## config.mk

```make
export PLATFORM = sky130hd
export DESIGN_NAME = sync_serial_xcvr
export DESIGN_NICKNAME = d
export VERILOG_FILES = /design/src/rtl/csx_pkg.sv /design/src/rtl/csx_ctrl.sv /design/src/rtl/csx_datapath.sv /design/src/rtl/sync_serial_xcvr.sv
export SDC_FILE = /design/constraint.sdc
export NUM_CORES = 1
export LEC_CHECK = 0
export BUFFER_PORTS_ARGS = -buffer_cell sky130_fd_sc_hd__buf_2
export CAP_MARGIN = 20
export CORE_MARGIN = 5
export CORE_UTILIZATION = 35
export CTS_BUF_LIST = sky130_fd_sc_hd__clkbuf_2 sky130_fd_sc_hd__clkbuf_4 sky130_fd_sc_hd__clkbuf_8
export DETAILED_ROUTE_END_ITERATION = 16
export GPL_TIMING_DRIVEN = 0
export PLACE_DENSITY = 0.64
export SLEW_MARGIN = 40
export SYNTH_ARGS = -nofsm -noshare
export SYNTH_HDL_FRONTEND = slang
export SYNTH_SLANG_ARGS = --single-unit
```

## constraint.sdc

```tcl
create_clock -name clk -period 4.05 [get_ports clk]
set_clock_uncertainty 0.2 [all_clocks]
set_input_delay 0.81 -clock clk [delete_from_list [all_inputs] [get_ports clk]]
set_output_delay 0.81 -clock clk [all_outputs]
set_load 0.01 [all_outputs]
```

## src/rtl/csx_pkg.sv

```systemverilog
package csx_pkg;

  // register select codes
  localparam logic [1:0] SEL_CTRL = 2'd0;
  localparam logic [1:0] SEL_STAT = 2'd1;
  localparam logic [1:0] SEL_TXH  = 2'd2;
  localparam logic [1:0] SEL_RXH  = 2'd3;

  // status bit positions
  localparam int FLAG_TXE = 0;
  localparam int FLAG_RXF = 1;
  localparam int FLAG_OVR = 2;

  // strobes from control to datapath
  typedef struct packed {
    logic loadTx;    // copy holding register into shifter, drive bit 0
    logic shiftTx;   // advance to next transmit bit
    logic sampleRx;  // capture rxd into receive shifter
    logic xferRx;    // move completed byte into receive holding register
    logic writeTxh;  // update transmit holding register
    logic pickAgent; // holding register data comes from agent port
  } csx_strobe_t;

endpackage

```

## src/rtl/csx_ctrl.sv

```systemverilog
module csx_ctrl
  import csx_pkg::*;
#(
  parameter int DATA_W   = 8,
  parameter int DIV_HALF = 4
) (
  input  logic        clk,
  input  logic        rst,
  input  logic [1:0]  regSel,
  input  logic        regWr,
  input  logic [2:0]  wrBits,
  input  logic        agentTxWr,
  input  logic        agentRxRd,
  output csx_strobe_t strobe,
  output logic        sclk,
  output logic        txEn,
  output logic        rxEn,
  output logic        txEmpty,
  output logic        rxFull,
  output logic        overrun,
  output logic        txIrq,
  output logic        rxIrq,
  output logic        ovrIrq
);

  localparam int IDX_W = (DATA_W > 1) ? $clog2(DATA_W) : 1;
  localparam int CNT_W = (DIV_HALF > 1) ? $clog2(DIV_HALF) : 1;
  localparam logic [IDX_W-1:0] LAST_BIT = IDX_W'(DATA_W - 1);
  localparam logic [CNT_W-1:0] DIV_LAST = CNT_W'(DIV_HALF - 1);

  logic             active;
  logic             phaseHigh;
  logic [CNT_W-1:0] divCnt;
  logic [IDX_W-1:0] bitIdx;
  logic             txOn, rxOn;
  logic             txEmptyPrev, rxFullPrev, overrunPrev;

  logic tick, riseEv, fallEv, endEv, lastRise, wantFrame, beginFrame, setOvr;
  logic ctrlWr, statWr, txhWr;

  // decode
  assign ctrlWr = regWr && (regSel == SEL_CTRL);
  assign statWr = regWr && (regSel == SEL_STAT);
  assign txhWr  = regWr && (regSel == SEL_TXH);

  // frame timing
  assign tick       = active && (divCnt == DIV_LAST);
  assign riseEv     = tick && !phaseHigh;
  assign lastRise   = riseEv && (bitIdx == LAST_BIT);
  assign fallEv     = tick && phaseHigh && (bitIdx != LAST_BIT);
  assign endEv      = tick && phaseHigh && (bitIdx == LAST_BIT);
  assign wantFrame  = txEn ? !txEmpty : (rxEn && !overrun);
  assign beginFrame = wantFrame && (!active || endEv);
  assign setOvr     = lastRise && rxOn && rxFull;

  always_comb begin
    strobe           = '0;
    strobe.loadTx    = beginFrame && txEn;
    strobe.shiftTx   = fallEv && txOn;
    strobe.sampleRx  = riseEv && rxOn;
    strobe.xferRx    = lastRise && rxOn && !rxFull;
    strobe.writeTxh  = txhWr || agentTxWr;
    strobe.pickAgent = agentTxWr;
  end

  // sequencer
  always_ff @(posedge clk or posedge rst) begin
    if (rst) begin
      active    <= 1'b0;
      phaseHigh <= 1'b1;
      divCnt    <= '0;
      bitIdx    <= '0;
      sclk      <= 1'b1;
      txOn      <= 1'b0;
      rxOn      <= 1'b0;
    end else if (beginFrame) begin
      active    <= 1'b1;
      phaseHigh <= 1'b0;
      divCnt    <= '0;
      bitIdx    <= '0;
      sclk      <= 1'b0;
      txOn      <= txEn;
      rxOn      <= rxEn && !overrun;
    end else if (active) begin
      if (tick) begin
        divCnt <= '0;
        if (!phaseHigh) begin
          phaseHigh <= 1'b1;
          sclk      <= 1'b1;
        end else if (bitIdx != LAST_BIT) begin
          bitIdx    <= bitIdx + 1'b1;
          phaseHigh <= 1'b0;
          sclk      <= 1'b0;
        end else begin
          active <= 1'b0;
        end
      end else begin
        divCnt <= divCnt + 1'b1;
      end
    end
  end

  // enables and flags
  always_ff @(posedge clk or posedge rst) begin
    if (rst) begin
      txEn        <= 1'b0;
      rxEn        <= 1'b0;
      txEmpty     <= 1'b1;
      rxFull      <= 1'b0;
      overrun     <= 1'b0;
      txEmptyPrev <= 1'b1;
      rxFullPrev  <= 1'b0;
      overrunPrev <= 1'b0;
    end else begin
      if (ctrlWr) begin
        txEn <= wrBits[0];
        rxEn <= wrBits[1];
      end
      if (strobe.loadTx)
        txEmpty <= 1'b1;
      else if ((statWr && !wrBits[FLAG_TXE]) || agentTxWr)
        txEmpty <= 1'b0;
      if (strobe.xferRx)
        rxFull <= 1'b1;
      else if ((statWr && !wrBits[FLAG_RXF]) || agentRxRd)
        rxFull <= 1'b0;
      if (setOvr)
        overrun <= 1'b1;
      else if (statWr && !wrBits[FLAG_OVR])
        overrun <= 1'b0;
      txEmptyPrev <= txEmpty;
      rxFullPrev  <= rxFull;
      overrunPrev <= overrun;
    end
  end

  assign txIrq  = txEmpty && !txEmptyPrev;
  assign rxIrq  = rxFull && !rxFullPrev;
  assign ovrIrq = overrun && !overrunPrev;

  // shift clock rests high whenever no frame is running
  p_sclk_idle_high_r10: assert property (@(posedge clk) disable iff (rst)
    !active |-> sclk);

  // transmit-empty only returns to 1 as a frame launches
  p_tx_empty_rise_r4: assert property (@(posedge clk) disable iff (rst)
    $rose(txEmpty) |-> $fell(sclk));

  // transmit request is a single-cycle pulse
  p_tx_irq_once_r5: assert property (@(posedge clk) disable iff (rst)
    txIrq |=> !txIrq);

  // receive request is a single-cycle pulse
  p_rx_irq_once_r6: assert property (@(posedge clk) disable iff (rst)
    rxIrq |=> !rxIrq);

  // no byte is accepted while overrun is pending
  p_no_rx_in_overrun_r8: assert property (@(posedge clk) disable iff (rst)
    $rose(rxFull) |-> !$past(overrun));

endmodule

```

## src/rtl/csx_datapath.sv

```systemverilog
module csx_datapath
  import csx_pkg::*;
#(
  parameter int DATA_W = 8
) (
  input  logic              clk,
  input  logic              rst,
  input  csx_strobe_t       strobe,
  input  logic [DATA_W-1:0] cpuData,
  input  logic [DATA_W-1:0] agentData,
  input  logic              rxd,
  output logic              txd,
  output logic [DATA_W-1:0] txHold,
  output logic [DATA_W-1:0] rxHold
);

  logic [DATA_W-1:0] txShift;
  logic [DATA_W-1:0] rxShift;
  logic [DATA_W-1:0] rxNext;

  assign rxNext = {rxd, rxShift[DATA_W-1:1]};

  always_ff @(posedge clk or posedge rst) begin
    if (rst) begin
      txHold <= '0;
    end else if (strobe.writeTxh) begin
      txHold <= strobe.pickAgent ? agentData : cpuData;
    end
  end

  always_ff @(posedge clk or posedge rst) begin
    if (rst) begin
      txShift <= '0;
      txd     <= 1'b1;
    end else if (strobe.loadTx) begin
      txShift <= txHold;
      txd     <= txHold[0];
    end else if (strobe.shiftTx) begin
      txShift <= txShift >> 1;
      txd     <= txShift[1];
    end
  end

  always_ff @(posedge clk or posedge rst) begin
    if (rst) begin
      rxShift <= '0;
      rxHold  <= '0;
    end else begin
      if (strobe.sampleRx)
        rxShift <= rxNext;
      if (strobe.xferRx)
        rxHold <= rxNext;
    end
  end

endmodule

```

## src/rtl/sync_serial_xcvr.sv

```systemverilog
module sync_serial_xcvr
  import csx_pkg::*;
#(
  parameter int DATA_W   = 8,
  parameter int DIV_HALF = 4
) (
  input  logic              clk,
  input  logic              rst,
  input  logic [1:0]        regSel,
  input  logic              regWr,
  input  logic [DATA_W-1:0] regWdata,
  output logic [DATA_W-1:0] regRdata,
  input  logic              agentTxWr,
  input  logic [DATA_W-1:0] agentTxData,
  input  logic              agentRxRd,
  output logic [DATA_W-1:0] agentRxData,
  output logic              txIrq,
  output logic              rxIrq,
  output logic              ovrIrq,
  output logic              sclk,
  output logic              txd,
  input  logic              rxd
);

  csx_strobe_t       strobe;
  logic              txEn, rxEn, txEmpty, rxFull, overrun;
  logic [DATA_W-1:0] txHold, rxHold;

  csx_ctrl #(.DATA_W(DATA_W), .DIV_HALF(DIV_HALF)) u_ctrl (
    .clk       (clk),
    .rst       (rst),
    .regSel    (regSel),
    .regWr     (regWr),
    .wrBits    (regWdata[2:0]),
    .agentTxWr (agentTxWr),
    .agentRxRd (agentRxRd),
    .strobe    (strobe),
    .sclk      (sclk),
    .txEn      (txEn),
    .rxEn      (rxEn),
    .txEmpty   (txEmpty),
    .rxFull    (rxFull),
    .overrun   (overrun),
    .txIrq     (txIrq),
    .rxIrq     (rxIrq),
    .ovrIrq    (ovrIrq)
  );

  csx_datapath #(.DATA_W(DATA_W)) u_data (
    .clk       (clk),
    .rst       (rst),
    .strobe    (strobe),
    .cpuData   (regWdata),
    .agentData (agentTxData),
    .rxd       (rxd),
    .txd       (txd),
    .txHold    (txHold),
    .rxHold    (rxHold)
  );

  always_comb begin
    regRdata = '0;
    unique case (regSel)
      SEL_CTRL: regRdata[1:0] = {rxEn, txEn};
      SEL_STAT: begin
        regRdata[FLAG_TXE] = txEmpty;
        regRdata[FLAG_RXF] = rxFull;
        regRdata[FLAG_OVR] = overrun;
      end
      SEL_TXH:  regRdata = txHold;
      default:  regRdata = rxHold;
    endcase
  end

  assign agentRxData = rxHold;

  // serial output moves only with a falling shift clock
  p_txd_on_fall_r2: assert property (@(posedge clk) disable iff (rst)
    !$stable(txd) |-> $fell(sclk));

  // the byte already held is kept when overrun is raised
  p_ovr_keeps_rx_r7: assert property (@(posedge clk) disable iff (rst)
    $rose(overrun) |-> $stable(rxHold));

endmodule

```

# --- Word-level counts from Yosys, hierarchy flattened ---
# Index checks and enable logic that the tools add are counted.
word_totals:
  register_bits: 51
  latch_bits: 0
  mem_bits_rw: 0
  mem_bits_ro: 0
  input_bits: 24
  output_inout_bits: 21
  memories: 0
classes:
  addsub: 2
  multipliers: 0
  div_mod_pow: 0
  order_cmp: 0
  n_eq_ne: 6
  shifts: 0
  muxes: 38
  bitwise_logic: 0
  reduce_logical: 51
op_table:
  columns: ["operator", "count"]
  rows:
  - ["1-bit two-way mux", 24]
  - ["8-bit two-way mux", 3]
  - ["1-bit logical AND", 23]
  - ["2-bit nonzero test", 8]
  - ["3-bit two-way mux", 5]
  - ["1-bit logical NOT", 11]
  - ["5-bit case mux with 2 select lines", 1]
  - ["2-bit two-way mux", 3]
  - ["3-bit inequality test (second input constant)", 2]
  - ["2-bit case mux with 3 select lines", 1]
  - ["2-bit == test (second input constant)", 2]
  - ["1-bit logical OR", 4]
  - ["4-bit AND reduction", 1]
  - ["3-bit by 1-bit adder with 3-bit output (second input constant)", 1]
  - ["3-bit == test (second input constant)", 1]
  - ["1-bit case mux with 3 select lines", 1]
  - ["3-bit AND reduction", 1]
  - ["2-bit by 1-bit adder with 2-bit output (second input constant)", 1]
  - ["2-bit by 1-bit == test with 1-bit output (second input constant)", 1]
  - ["2-bit logical NOT", 1]
  - ["2-bit AND reduction", 1]
  - ["2-bit OR reduction", 1]

# --- Depth between registers and ports, before layout ---
logic_depth:
  word_depth: 8
  ltp_mapped: 6

# --- Cells and area by module ---
# A second synthesis with hierarchy kept.
hier_totals:
  cells_unflattened: 204
  hier_area_um2: 2406.1
by_module_without_submodules:
  columns: ["module", "instances", "cells_each", "area_per_inst_um2", "seq_area_each_um2"]
  rows:
  - ["csx_datapath", 1, 101, 1315.0, 777.0]
  - ["csx_ctrl", 1, 86, 924.6, 455.4]
  - ["sync_serial_xcvr", 1, 17, 166.4, 0.0]

# --- Worst setup path after synthesis ---
# No wires, ideal clock.
synth_path:
  path_kind: "input -> output"
  start: "input port regSel[1]"
  end: "output port regRdata[0]"
  t_arrival_ps: 1632
  required_time_ps: 3040
  slack_ps: 1408
  stages: 2
  cell_sequence: "clkbuf_1 mux4_2"
synth_between:
  elab_chain_len: 2
synth_lines:
  columns: ["item", "line_no", "text"]
  rows:
  - ["start: declaration", "sync_serial_xcvr.sv:9", "input logic [1:0] regSel,"]
  - ["2-bit == test, or another cell as far along", "sync_serial_xcvr.sv:63", "unique case (regSel)"]
  - ["2-bit case mux with 3 select lines (*)", "sync_serial_xcvr.sv:63", null]
  - ["end: declaration", "sync_serial_xcvr.sv:12", "output logic [DATA_W-1:0] regRdata,"]
# Mark *: on every way between the ends. The rest lies on a longest branch, timed or not.

# --- Final worst setup path ---
# Ends and elaborated chain as after synthesis.

==> results.ini <==
[cts]
clk_transition_reported_paths_ps = 90
cts_sinks = 49
cts_tree = built
clock_latency_ps = 300
htreeDepth = 2
clock_path_buffers = 2
cts.repair.resized = 0
root_buffer = clkbuf_8
cts_hold_buf = 0
cts_setup_buffers = 0
cts_buffers = 5

[routing]
first_pass_iters = 4
via_per_inst = 4.944
drc = 0
vias = 1780
postRouteAntennaNets = 0
drt_iter0_markers = 69
routed_wl_um = 5318
post_drt_wl_per_cell_um = 14.77

[power_and_ir_drop]
swShare_pct = 32.09
pwr-share-clk_pct = 23.1
pwr_density_cell_nw_per_um2 = 605.7
p_sw_uw = 572.0
irDropWorstVdd_v = 0.0002459
internal_power_uw = 1210
leakage_uw = 0.001556
total_power_uw = 1782
combPwrFrac_pct = 33.9
p_seq_share_pct = 43.0

[yosys]
synth_top_cell_area_share_pct = 45.01
synth_flop_cell = dfrtp_1
yosysWarnings = 0
synth_area_um2 = 2446
syn_avg_cell_area_um2 = 11.59
syn-num-nets = 238
yosysTopAreaCell = dfrtp_1
synth_edf_count = 0
synth-seq-cells = 49
synthTopCellsByArea = dfrtp_1, mux2_2, mux2i_1
ys_seq_area_share_pct = 50.38
async_flop_share_pct = 100.0
synth_cell_types = 33
netlist_instances = 211

[cells_and_area]
mostFrequentLayoutCells = buf_2, dfrtp_1, mux2_2, nand2_1, mux2i_1
insertedDiodeCount = 0
fill_cells = 663
finalNetCount = 290
layout_commonest_cell = buf_2
layout-drive-gt1-share_pct = 34.47
stdcell_count = 360
area_growth_pct = 20.31
final_area_um2 = 2943

[critical_path]
critPathKind = in2out
cp_common_cell = buf_2
cp.required_ps = 3040
crit_arrival_ps = 2050
crit_fanout = 10
critPathCaptureType = output port
cpPeakStageDelay_ps = 580
start_kind = primary input
crit_slowest_cell = mux4_2
worstPathCellList = buf_2, clkbuf_1, mux4_2, buf_2
r2r_setup_slack_ps = 1810

[placement]
pre_cts_slack_ps = 1019
hpwl_um = 3897
numPlacedInstances = 352
place.gp.congestion = 0.7352
postPlaceCellArea_um2 = 2809
io_buffers = 44

[global_routing]
grt_overflow = 0
grt_pass1_vias = 1869
grt_pass1_wl_um = 8914
grt_max_degree = 43
grt_usage_pct = 12.75
grt_antenna_before_repair = 0

[sta]
finalCritPeriodShare_pct = 75.55
post-route-min-period_ps = 3060
rsz0062_at_grt = no
worst_pin_slew_ps = 517.1
fmaxAchievable_ghz = 0.3268
fin_ws_ps = 990.4
drv_slew = 0
fin_tns_setup_ps = 0
final_hold_viol_count = 0
maxSlewHeadroom_pct = 65.53
setup_viol = 0

[hold_path]
hold_path.class = in2async

[floorplanning]
coreArea_um2 = 6794
die_w_um = 93.60
rows = 30
die_area_um2 = 8761
pin_count = 45
die_y_um = 93.60
initial_core_util_pct = 36.00

[status]
outcome = complete, no violations

[run]
max_cap_viol_count = 0

==> Yosys cell counts, drive strengths merged (2+ instances only) <==
| cell type | n |
|---|---|
| dfrtp | 44 |
| mux2 | 18 |
| nand2 | 17 |
| mux2i | 16 |
| o21ai | 16 |
| inv | 14 |
| nor2b | 14 |
| nor3 | 9 |
| buf | 8 |
| a311o | 7 |
| o211a | 7 |
| dfstp | 5 |
| clkbuf | 4 |
| a22o | 3 |
| a32o | 3 |
| ha | 3 |
| nand2b | 3 |
| nand3b | 3 |
| nor3b | 3 |
| o22ai | 3 |
| mux4 | 2 |
| nor2 | 2 |
==> routing by layer <==
| metal | up-vias | global-route usage [%] | wire length, µm | share of wire [%] |
|---|---|---|---|---|
| met5 | - | 0 | 0 | 0 |
| met4 | 0 | 3.971 | 69 | 1.3 |
| met3 | 10 | 2.574 | 207 | 3.9 |
| met2 | 37 | 20.19 | 2549 | 48 |
| met1 | 868 | 17.59 | 2492 | 47 |
| li1 | 865 | - | - | - |
==> kinds of logic after synthesis <==
kind of cell	after synthesis	share of synthesized area (%)
fa+ha+maj	3	1.535
buf+inv	26	4.859
compound gates	42	13.30
mux	36	16.67
flops	49	50.38
xor+xnor	1	0.3581
simple gates	54	12.89
==> state kept, by name (all words and copies together), names as in the netlist <==
signal / flops
u_ctrl.phaseHigh: 1
u_ctrl.bitIdx: 3
u_ctrl.rxOn: 1
u_data.txShift: 7
u_ctrl.txOn: 1
u_ctrl.divCnt: 2
u_ctrl.sclk: 1
u_data.rxShift: 7
u_ctrl.txEmptyPrev: 1
u_ctrl.rxFull: 1
u_ctrl.overrunPrev: 1
u_ctrl.txEn: 1
u_data.txd: 1
u_ctrl.active: 1
u_data.txHold: 8
u_ctrl.txEmpty: 1
u_ctrl.overrun: 1
u_ctrl.rxEn: 1
u_ctrl.rxFullPrev: 1
u_data.rxHold: 8
==> worst paths after layout <==
path | startpoint | endpoint | cells past startpoint
min in group clk | u_ctrl.txEmpty$_DFFE_PP1P_ | u_ctrl.txEmptyPrev$_DFF_PP1_ | 0
max in group asynchronous | rst | u_data.txd$_DFFE_PP1P_ | 3
hold reg to reg | u_ctrl.txEmpty$_DFFE_PP1P_ | u_ctrl.txEmptyPrev$_DFF_PP1_ | 0
setup / recovery | regSel[1] | regRdata[0] | 4
hold / removal | rst | u_data.rxHold[0]$_DFFE_PP0P_ | 2
setup reg to reg | u_ctrl.bitIdx[0]$_DFFE_PP0P_ | u_data.txShift[5]$_DFFE_PP0P_ | 6
==> final cells by class <==
class / instances / area, µm² / share of cell area, %
clock inverters: 3 / 65.06 / 2.211
repair buffers: 45 / 240.2 / 8.163
clock buffers: 5 / 68.82 / 2.338
well taps: 96 / 120.1 / 4.082
inverters: 14 / 55.05 / 1.871
flip-flops and latches: 49 / 1232 / 41.88
multi-input cells: 136 / 1095 / 37.20
plain buffers: 12 / 66.31 / 2.253
==> critical path: cells and delay by family <==
kind                   cells  cell delay, ps
buffers and inverters      3             660
muxes                      1             580
==> power groups by stage <==
stage	clock (µW)	sequential [µW]	combinational (µW)
floorplan	0	759	448
global placement	0	770	588
detailed placement	0	776	609
CTS	421	767	613
global route	443	790	671
finish	412	767	603
==> through the flow <==
step	util, %	hold slack, ps
after detailed placement	41.34	186.2
after global routing	43.31	173.9
after floorplan	-	167.7
after CTS	43.31	173.6
final	43.31	179.1
after global placement	41.01	185.7
Note: power is estimated with default switching activity, not from simulation.
